### config.mk
export PLATFORM = sky130hd
export DESIGN_NAME = serial_rx_port
export DESIGN_NICKNAME = d
export VERILOG_FILES = /design/src/rtl/serial_rx_pkg.sv /design/src/rtl/os_tick_gen.sv /design/src/rtl/rx_deser.sv /design/src/rtl/rx_queue.sv /design/src/rtl/serial_rx_port.sv
export SDC_FILE = /design/constraint.sdc
export NUM_CORES = 1
export LEC_CHECK = 0
export ABC_AREA = 1
export CAP_MARGIN = 25
export CELL_PAD_IN_SITES_DETAIL_PLACEMENT = 0
export CELL_PAD_IN_SITES_GLOBAL_PLACEMENT = 1
export CORE_MARGIN = 10
export CORE_UTILIZATION = 47
export DETAILED_ROUTE_END_ITERATION = 10
export DONT_BUFFER_PORTS = 1
export GPL_TIMING_DRIVEN = 0
export PLACE_DENSITY = 0.72
export SLEW_MARGIN = 5
export SYNTH_ARGS = -nofsm -noshare
export SYNTH_HDL_FRONTEND = slang
export SYNTH_HIERARCHICAL = 1
export SYNTH_SLANG_ARGS = --single-unit
export TNS_END_PERCENT = 30
### constraint.sdc
create_clock -name clk -period 5.5 [get_ports clk]
set_input_delay 1.1 -clock clk [delete_from_list [all_inputs] [get_ports clk]]
set_output_delay 1.1 -clock clk [all_outputs]
set_load 0.005 [all_outputs]
### src/rtl/serial_rx_pkg.sv
// Package: shared types for the serial receive port.
// Assumes 8-bit characters; the entry carries both error flags.
package serial_rx_pkg;

    localparam int CHAR_W = 8;

    typedef enum logic [1:0] {
        PAR_NONE = 2'd0,
        PAR_ODD  = 2'd1,
        PAR_EVEN = 2'd2,
        PAR_RSVD = 2'd3
    } par_mode_e;

    typedef enum logic [2:0] {
        RX_IDLE,
        RX_START,
        RX_DATA,
        RX_PAR,
        RX_STOP,
        RX_HOLD
    } rx_state_e;

    typedef struct packed {
        logic              frame_err;
        logic              par_err;
        logic [CHAR_W-1:0] data;
    } rx_entry_t;

endpackage

### src/rtl/os_tick_gen.sv
// Module: oversampling tick generator.
// Emits a one-cycle tick every (divisor+1) clock cycles. Free running;
// the receiver tolerates up to one tick of start-edge jitter.
module os_tick_gen #(
    parameter int DIV_W = 8
) (
    input  logic             clk,
    input  logic             rst_n,
    input  logic [DIV_W-1:0] divisor,
    output logic             tick
);

    logic [DIV_W-1:0] cnt;

    // Count clock cycles and pulse tick at the divisor terminal value.
    always_ff @(posedge clk) begin
        if (!rst_n) begin
            cnt  <= '0;
            tick <= 1'b0;
        end else if (cnt >= divisor) begin
            cnt  <= '0;
            tick <= 1'b1;
        end else begin
            cnt  <= cnt + 1'b1;
            tick <= 1'b0;
        end
    end

endmodule

### src/rtl/rx_deser.sv
// Module: serial frame deserializer.
// Synchronizes the line, validates the start bit at its mid-point, samples
// data bits LSB first at their centre, checks optional parity and the stop
// bit, and pulses push with the finished entry. Assumes 16 ticks per bit.
module rx_deser
    import serial_rx_pkg::*;
#(
    parameter int OS_RATE = 16
) (
    input  logic      clk,
    input  logic      rst_n,
    input  logic      tick,
    input  logic      rxd_async,
    input  logic [1:0] par_mode,
    output logic      push,
    output rx_entry_t entry
);

    localparam int TW      = $clog2(OS_RATE);
    localparam int BW      = $clog2(CHAR_W);
    localparam logic [TW-1:0] T_MID  = TW'(OS_RATE/2 - 1);
    localparam logic [TW-1:0] T_LAST = TW'(OS_RATE - 1);
    localparam logic [BW-1:0] B_LAST = BW'(CHAR_W - 1);

    logic              rx_meta, rx_s;
    rx_state_e         state;
    logic [TW-1:0]     tcnt;
    logic [BW-1:0]     bcnt;
    logic [CHAR_W-1:0] shreg;
    logic              perr;
    logic              par_on;
    logic              par_bad;

    // Parity is active for odd and even modes only.
    always_comb begin
        par_on  = (par_mode == PAR_ODD) || (par_mode == PAR_EVEN);
        par_bad = (par_mode == PAR_ODD) ? ~(^{shreg, rx_s}) : (^{shreg, rx_s});
    end

    // Two-flop synchronizer for the asynchronous line, idle high.
    always_ff @(posedge clk) begin
        if (!rst_n) begin
            rx_meta <= 1'b1;
            rx_s    <= 1'b1;
        end else begin
            rx_meta <= rxd_async;
            rx_s    <= rx_meta;
        end
    end

    // Frame state machine driven by oversampling ticks.
    always_ff @(posedge clk) begin
        if (!rst_n) begin
            state <= RX_IDLE;
            tcnt  <= '0;
            bcnt  <= '0;
            shreg <= '0;
            perr  <= 1'b0;
            push  <= 1'b0;
            entry <= '0;
        end else begin
            push <= 1'b0;
            case (state)
                RX_IDLE: begin
                    if (!rx_s) begin
                        state <= RX_START;
                        tcnt  <= '0;
                        perr  <= 1'b0;
                    end
                end
                RX_START: begin
                    if (tick) begin
                        if (tcnt == T_MID) begin
                            tcnt  <= '0;
                            bcnt  <= '0;
                            state <= rx_s ? RX_IDLE : RX_DATA;
                        end else begin
                            tcnt <= tcnt + 1'b1;
                        end
                    end
                end
                RX_DATA: begin
                    if (tick) begin
                        if (tcnt == T_LAST) begin
                            tcnt  <= '0;
                            shreg <= {rx_s, shreg[CHAR_W-1:1]};
                            bcnt  <= bcnt + 1'b1;
                            if (bcnt == B_LAST)
                                state <= par_on ? RX_PAR : RX_STOP;
                        end else begin
                            tcnt <= tcnt + 1'b1;
                        end
                    end
                end
                RX_PAR: begin
                    if (tick) begin
                        if (tcnt == T_LAST) begin
                            tcnt  <= '0;
                            perr  <= par_bad;
                            state <= RX_STOP;
                        end else begin
                            tcnt <= tcnt + 1'b1;
                        end
                    end
                end
                RX_STOP: begin
                    if (tick) begin
                        if (tcnt == T_LAST) begin
                            tcnt            <= '0;
                            push            <= 1'b1;
                            entry.frame_err <= ~rx_s;
                            entry.par_err   <= perr;
                            entry.data      <= shreg;
                            state           <= rx_s ? RX_IDLE : RX_HOLD;
                        end else begin
                            tcnt <= tcnt + 1'b1;
                        end
                    end
                end
                RX_HOLD: begin
                    if (rx_s) state <= RX_IDLE;
                end
                default: state <= RX_IDLE;
            endcase
        end
    end

endmodule

### src/rtl/rx_queue.sv
// Module: receive entry queue.
// Circular buffer with occupancy count. Push on full is dropped and
// reported on drop; pop on empty is ignored; flush empties it.
module rx_queue
    import serial_rx_pkg::*;
#(
    parameter int DEPTH = 16
) (
    input  logic                     clk,
    input  logic                     rst_n,
    input  logic                     flush,
    input  logic                     push,
    input  rx_entry_t                din,
    input  logic                     pop,
    output rx_entry_t                dout,
    output logic [$clog2(DEPTH):0]   level,
    output logic                     full,
    output logic                     empty,
    output logic                     drop
);

    localparam int AW = $clog2(DEPTH);
    localparam logic [AW:0] LVL_MAX = (AW+1)'(DEPTH);

    rx_entry_t     mem [DEPTH];
    logic [AW-1:0] wr_ptr, rd_ptr;
    logic          do_push, do_pop;

    // Qualify requests against fill state.
    always_comb begin
        full    = (level == LVL_MAX);
        empty   = (level == '0);
        do_push = push && !full && !flush;
        do_pop  = pop && !empty && !flush;
        drop    = push && full && !flush;
        dout    = mem[rd_ptr];
    end

    // Store pushed entries.
    always_ff @(posedge clk) begin
        if (do_push) mem[wr_ptr] <= din;
    end

    // Maintain pointers and occupancy.
    always_ff @(posedge clk) begin
        if (!rst_n || flush) begin
            wr_ptr <= '0;
            rd_ptr <= '0;
            level  <= '0;
        end else begin
            if (do_push) wr_ptr <= (wr_ptr == AW'(DEPTH-1)) ? '0 : wr_ptr + 1'b1;
            if (do_pop)  rd_ptr <= (rd_ptr == AW'(DEPTH-1)) ? '0 : rd_ptr + 1'b1;
            case ({do_push, do_pop})
                2'b10:   level <= level + 1'b1;
                2'b01:   level <= level - 1'b1;
                default: level <= level;
            endcase
        end
    end

endmodule

### src/rtl/serial_rx_port.sv
// Module: serial receive port top.
// Register file (control, rate/count, status, data) around the tick
// generator, deserializer and entry queue. Interrupt is pending while the
// queue holds at least count+1 entries. Assumes CNT_W <= log2(DEPTH).
module serial_rx_port
    import serial_rx_pkg::*;
#(
    parameter int               REG_W     = 16,
    parameter int               DEPTH     = 16,
    parameter int               DIV_W     = 8,
    parameter int               CNT_W     = 4,
    parameter logic [DIV_W-1:0] DIV_RESET = 8'hD8
) (
    input  logic             clk,
    input  logic             rst_n,
    input  logic             rxd,
    input  logic             wr_en,
    input  logic             rd_en,
    input  logic [1:0]       reg_addr,
    input  logic [REG_W-1:0] reg_wdata,
    output logic [REG_W-1:0] reg_rdata,
    output logic             irq
);

    localparam int LW = $clog2(DEPTH) + 1;
    localparam logic [1:0] A_CTRL = 2'd0;
    localparam logic [1:0] A_RATE = 2'd1;
    localparam logic [1:0] A_STAT = 2'd2;
    localparam logic [1:0] A_DATA = 2'd3;
    localparam int B_IEN   = 4;
    localparam int B_FLUSH = 5;

    logic [1:0]       par_mode;
    logic             irq_en;
    logic             flush_q;
    logic [DIV_W-1:0] divisor;
    logic [CNT_W-1:0] count;
    logic             overrun;
    logic             tick;
    logic             rx_push;
    rx_entry_t        rx_entry;
    rx_entry_t        q_dout;
    logic [LW-1:0]    fifo_level;
    logic             fifo_full, fifo_empty, fifo_drop;
    logic             data_pop;
    logic [LW-1:0]    thr;
    logic             pend;
    logic             unused_wbits;

    assign unused_wbits = ^{reg_wdata[REG_W-1:DIV_W+CNT_W], reg_wdata[3:2]};

    // Control and rate/count registers; flush is a one-cycle pulse.
    always_ff @(posedge clk) begin
        if (!rst_n) begin
            par_mode <= PAR_NONE;
            irq_en   <= 1'b0;
            flush_q  <= 1'b0;
            divisor  <= DIV_RESET;
            count    <= '0;
        end else begin
            flush_q <= 1'b0;
            if (wr_en && reg_addr == A_CTRL) begin
                par_mode <= reg_wdata[1:0];
                irq_en   <= reg_wdata[B_IEN];
                flush_q  <= reg_wdata[B_FLUSH];
            end
            if (wr_en && reg_addr == A_RATE) begin
                divisor <= reg_wdata[DIV_W-1:0];
                count   <= reg_wdata[DIV_W +: CNT_W];
            end
        end
    end

    // Sticky overrun: set on a dropped byte, cleared by a status read.
    always_ff @(posedge clk) begin
        if (!rst_n)
            overrun <= 1'b0;
        else if (fifo_drop)
            overrun <= 1'b1;
        else if (rd_en && reg_addr == A_STAT)
            overrun <= 1'b0;
    end

    // Threshold compare and interrupt gating.
    always_comb begin
        data_pop = rd_en && (reg_addr == A_DATA);
        thr      = LW'(count) + 1'b1;
        pend     = (fifo_level >= thr);
        irq      = pend && irq_en;
    end

    // Read data multiplexer.
    always_comb begin
        reg_rdata = '0;
        case (reg_addr)
            A_CTRL: begin
                reg_rdata[1:0]   = par_mode;
                reg_rdata[B_IEN] = irq_en;
            end
            A_RATE: begin
                reg_rdata[DIV_W-1:0]     = divisor;
                reg_rdata[DIV_W +: CNT_W] = count;
            end
            A_STAT: begin
                reg_rdata[0] = !fifo_empty;
                reg_rdata[1] = fifo_full;
                reg_rdata[2] = overrun;
                reg_rdata[3] = pend;
            end
            default: begin
                if (!fifo_empty) begin
                    reg_rdata[REG_W-1]   = q_dout.frame_err;
                    reg_rdata[REG_W-2]   = q_dout.par_err;
                    reg_rdata[CHAR_W-1:0] = q_dout.data;
                end
            end
        endcase
    end

    os_tick_gen #(.DIV_W(DIV_W)) u_tick (
        .clk     (clk),
        .rst_n   (rst_n),
        .divisor (divisor),
        .tick    (tick)
    );

    rx_deser #(.OS_RATE(16)) u_deser (
        .clk       (clk),
        .rst_n     (rst_n),
        .tick      (tick),
        .rxd_async (rxd),
        .par_mode  (par_mode),
        .push      (rx_push),
        .entry     (rx_entry)
    );

    rx_queue #(.DEPTH(DEPTH)) u_queue (
        .clk   (clk),
        .rst_n (rst_n),
        .flush (flush_q),
        .push  (rx_push),
        .din   (rx_entry),
        .pop   (data_pop),
        .dout  (q_dout),
        .level (fifo_level),
        .full  (fifo_full),
        .empty (fifo_empty),
        .drop  (fifo_drop)
    );

endmodule

==> results.yml <==
timing:
  final.period_utilization_pct: 61.8
  finalMaxSlewViolations: 0
  rsz0062_at_grt: "no"
  setup_viol: 0
  layout_min_cycle_time_ns: 3.40
  worst_pin_slew_ns: 0.976
  fmax_ghz: 0.294
  fin_skew_ns: 0.0153
  relSlewSlack_pct: 34.7
  hold_viol: 0
  setup_tns_ns: 0
logic_synthesis:
  synth_ff_type: "edfxtp_1"
  synthArstFlopShare_pct: 0
  yosys_warnings: 6
  synth_area_um2: 10900
  syn_area_per_cell_um2: 9.69
  netlist_instances: 1126
  ys_seq_area_share_pct: 57.8
  synth_cell_type_count: 44
  synth_edf_count: 160
  ys_ff_latch: 235
cts:
  cts_resized: 0
  cts.clk_slew.worst_paths_ns: 0.06
  cts_tree: "done"
  cts_sinks: 235
  cts_buffers: 26
  postCtsSetupBuffers: 0
  clockRootBuffer: "clkbuf_16"
  cts-hold-fix-buffers: 0
  clock_path_buffers: 3
  clk_latency_ns: 0.53
  cts_max_level: 1
worst_setup_path:
  crit_required_ns: 4.40
  r2r_end: "u_queue/level[4]"
  cp_slowest_cell: "buf_2"
  startpoint_type: "flop"
  crit_chain: "clkbuf_2, buf_2, a21oi_2, o21ai_1, nand3_1, nand3_1, nand2_1, a22oi_1, nand2_1"
  rrSetupSlack_ns: 3.11
  worstSetupPathType: "reg -> out"
  crit_arrival_ns: 2.30
  worstPathMaxFanout: 10
  r2r_start: "u_queue/level[3]"
  slowest_delay_ns: 0.34
  endpoint_kind: "output port"
  reg2reg_depth: 17
floorplanning:
  die_h_um: 172
  core_um2: 22800
  dieArea_um2: 29700
  num_rows: 55
  start_util_pct: 47.9
  io_pins: 40
  die_x_um: 172
cells_and_area:
  layout-drive-gt1-share_pct: 12.8
  syn2layout_area_growth_pct: 11.0
  final_nets: 1206
grt:
  grt_pass1_vias: 7047
  grt_max_degree: 19
  grt_pass1_wl_mm: 40.0
  grt_usage_pct: 17.4
  overflow: 0
  antenna_found_initial: 0
hold_path:
  holdPathEnd: "u_deser/rx_s"
  worstHoldPathType: "reg -> reg"
  worstHoldPathCells: 1
  min-delay-start: "u_deser/rx_meta"
power:
  vdd_ir_drop_max_mv: 0.225
  total_power_mw: 3.92
  p_leak_nw: 4.82
  power_density_nw_per_um2: 324
job:
  maxCapViolations: 0
route:
  routed_wirelength_mm: 25.5
  dr.pass1.iters: 5
  drtAntennaViolNets: 0
  vias: 7537
  drt-vias-per-instance: 5.07
  drt_iter0_markers: 628
  wire_per_inst_um: 17.1
  drc: 0
place:
  place_congestion: 0.843
  hpwl_mm: 17.9
  io_buffers: 0
status:
  status: "complete, no violations"
metrics by stage:
stage	cells	utilization (%)	setup WS [ns]	cell area (um^2)	hold WS, ns
6_report	1488	53.2	2.10	12100	0.411
5_1_grt	1487	53.2	1.93	12100	0.450
4_1_cts	1487	53.2	2.08	12100	0.412
3_5_place_dp	1441	49.7	2.38	11300	0.398
3_3_place_gp	1440	49.7	2.39	11300	0.395
2_1_floorplan	1127	-	2.69	10900	0.393
final cells by class:
| class | count | area, um^2 |
|---|---|---|
| fillers | 2093 | 10700 |
| clock inverters | 17 | 109 |
| inverters | 170 | 639 |
| clock buffers | 29 | 683 |
| diodes | 1 | 2.50 |
| multi-input cells | 679 | 3680 |
| plain buffers | 43 | 295 |
| flip-flops and latches | 235 | 6310 |
| repair buffers | 1 | 7.51 |
| well taps | 313 | 392 |
cell usage in the layout (no fill, tap or decap), types with 24 or more instances in the layout:
cell type / instances
ha_1: 27
clkbuf_16: 27
nor2_1: 100
dfxtp_1: 75
a21oi_1: 67
o21ai_0: 55
nand3_1: 94
edfxtp_1: 160
inv_1: 157
nand2_1: 190
o21ai_1: 24
critical path, delay by kind of cell (launching register included):
kind,cells,cell delay [ns]
AOI/OAI and AO/OA,3,0.43
and+or+nand+nor,4,0.46
buffers and inverters,2,0.57
DFF,1,0.30
sequential cells by signal, indices dropped and copies added (netlist names), 2 cells and up, named ones only:
register        count
u_queue/level       5
u_tick/cnt          8
u_deser/shreg       8
par_mode            2
u_queue/wr_ptr      4
divisor             8
u_deser/state       3
u_deser/bcnt        3
u_deser/entry      10
count               4
u_queue/rd_ptr      4
u_deser/tcnt        4
u_queue/mem       160
Yosys cell counts, types with 4 or more instances:
master,n,share of area (%)
nor2_2,7,0.40
inv_1,157,5.4
edfxtp_1,160,44
o21ai_1,24,1.1
nor2_1,100,3.4
xor2_1,6,0.48
nand2_1,190,6.5
nand4_1,4,0.23
buf_6,11,1.1
buf_4,6,0.41
nand3_2,4,0.37
clkbuf_1,10,0.34
nand2_2,11,0.63
a21oi_2,10,0.80
ha_1,27,3.1
o211ai_2,20,2.3
nand3_1,94,4.3
nor2_4,8,0.83
o21ai_0,55,2.5
xnor2_1,8,0.64
a21oi_1,67,3.1
nor3_1,6,0.28
dfxtp_1,75,14
inv_2,11,0.38
buf_2,11,0.50
o211ai_1,21,1.4
worst max path at each step:
stage | startpoint | endpoint | cells past startpoint
2_1_floorplan | reg_addr[0] | u_queue/level[2] | 17
3_3_place_gp | reg_addr[0] | u_queue/level[4] | 18
3_5_place_dp | reg_addr[0] | u_queue/level[4] | 18
4_1_cts | flop | reg_rdata[3] | 9
5_1_grt | flop | reg_rdata[14] | 8
6_report | flop | reg_rdata[3] | 9
cells by family after synthesis:
group	synth area share, %
compound gates	11.8
xor+xnor	1.12
fa+ha+maj	3.10
buf+inv	8.56
flops	57.8
other cells	0.0344
simple gates	17.6
per-layer routing:
metal  wire length [um]  share of wire [%]  global-route usage [%]  up-vias
met5                  0                  0                       0        -
met4                519                2.0                    4.09        0
met3               1290                5.1                    2.60       32
met2              11400                 45                    26.0      160
met1              12300                 48                    26.0     3520
li1                   -                  -                       -     3825
power breakdown:
group	internal [mW]	switching (mW)	leakage (nW)
combinational	0.136	0.261	2.59
clock	0.932	0.679	0.389
sequential	1.89	0.0270	1.84
total	2.96	0.967	4.82
No activity file was read; power rests on OpenSTA's default activity.
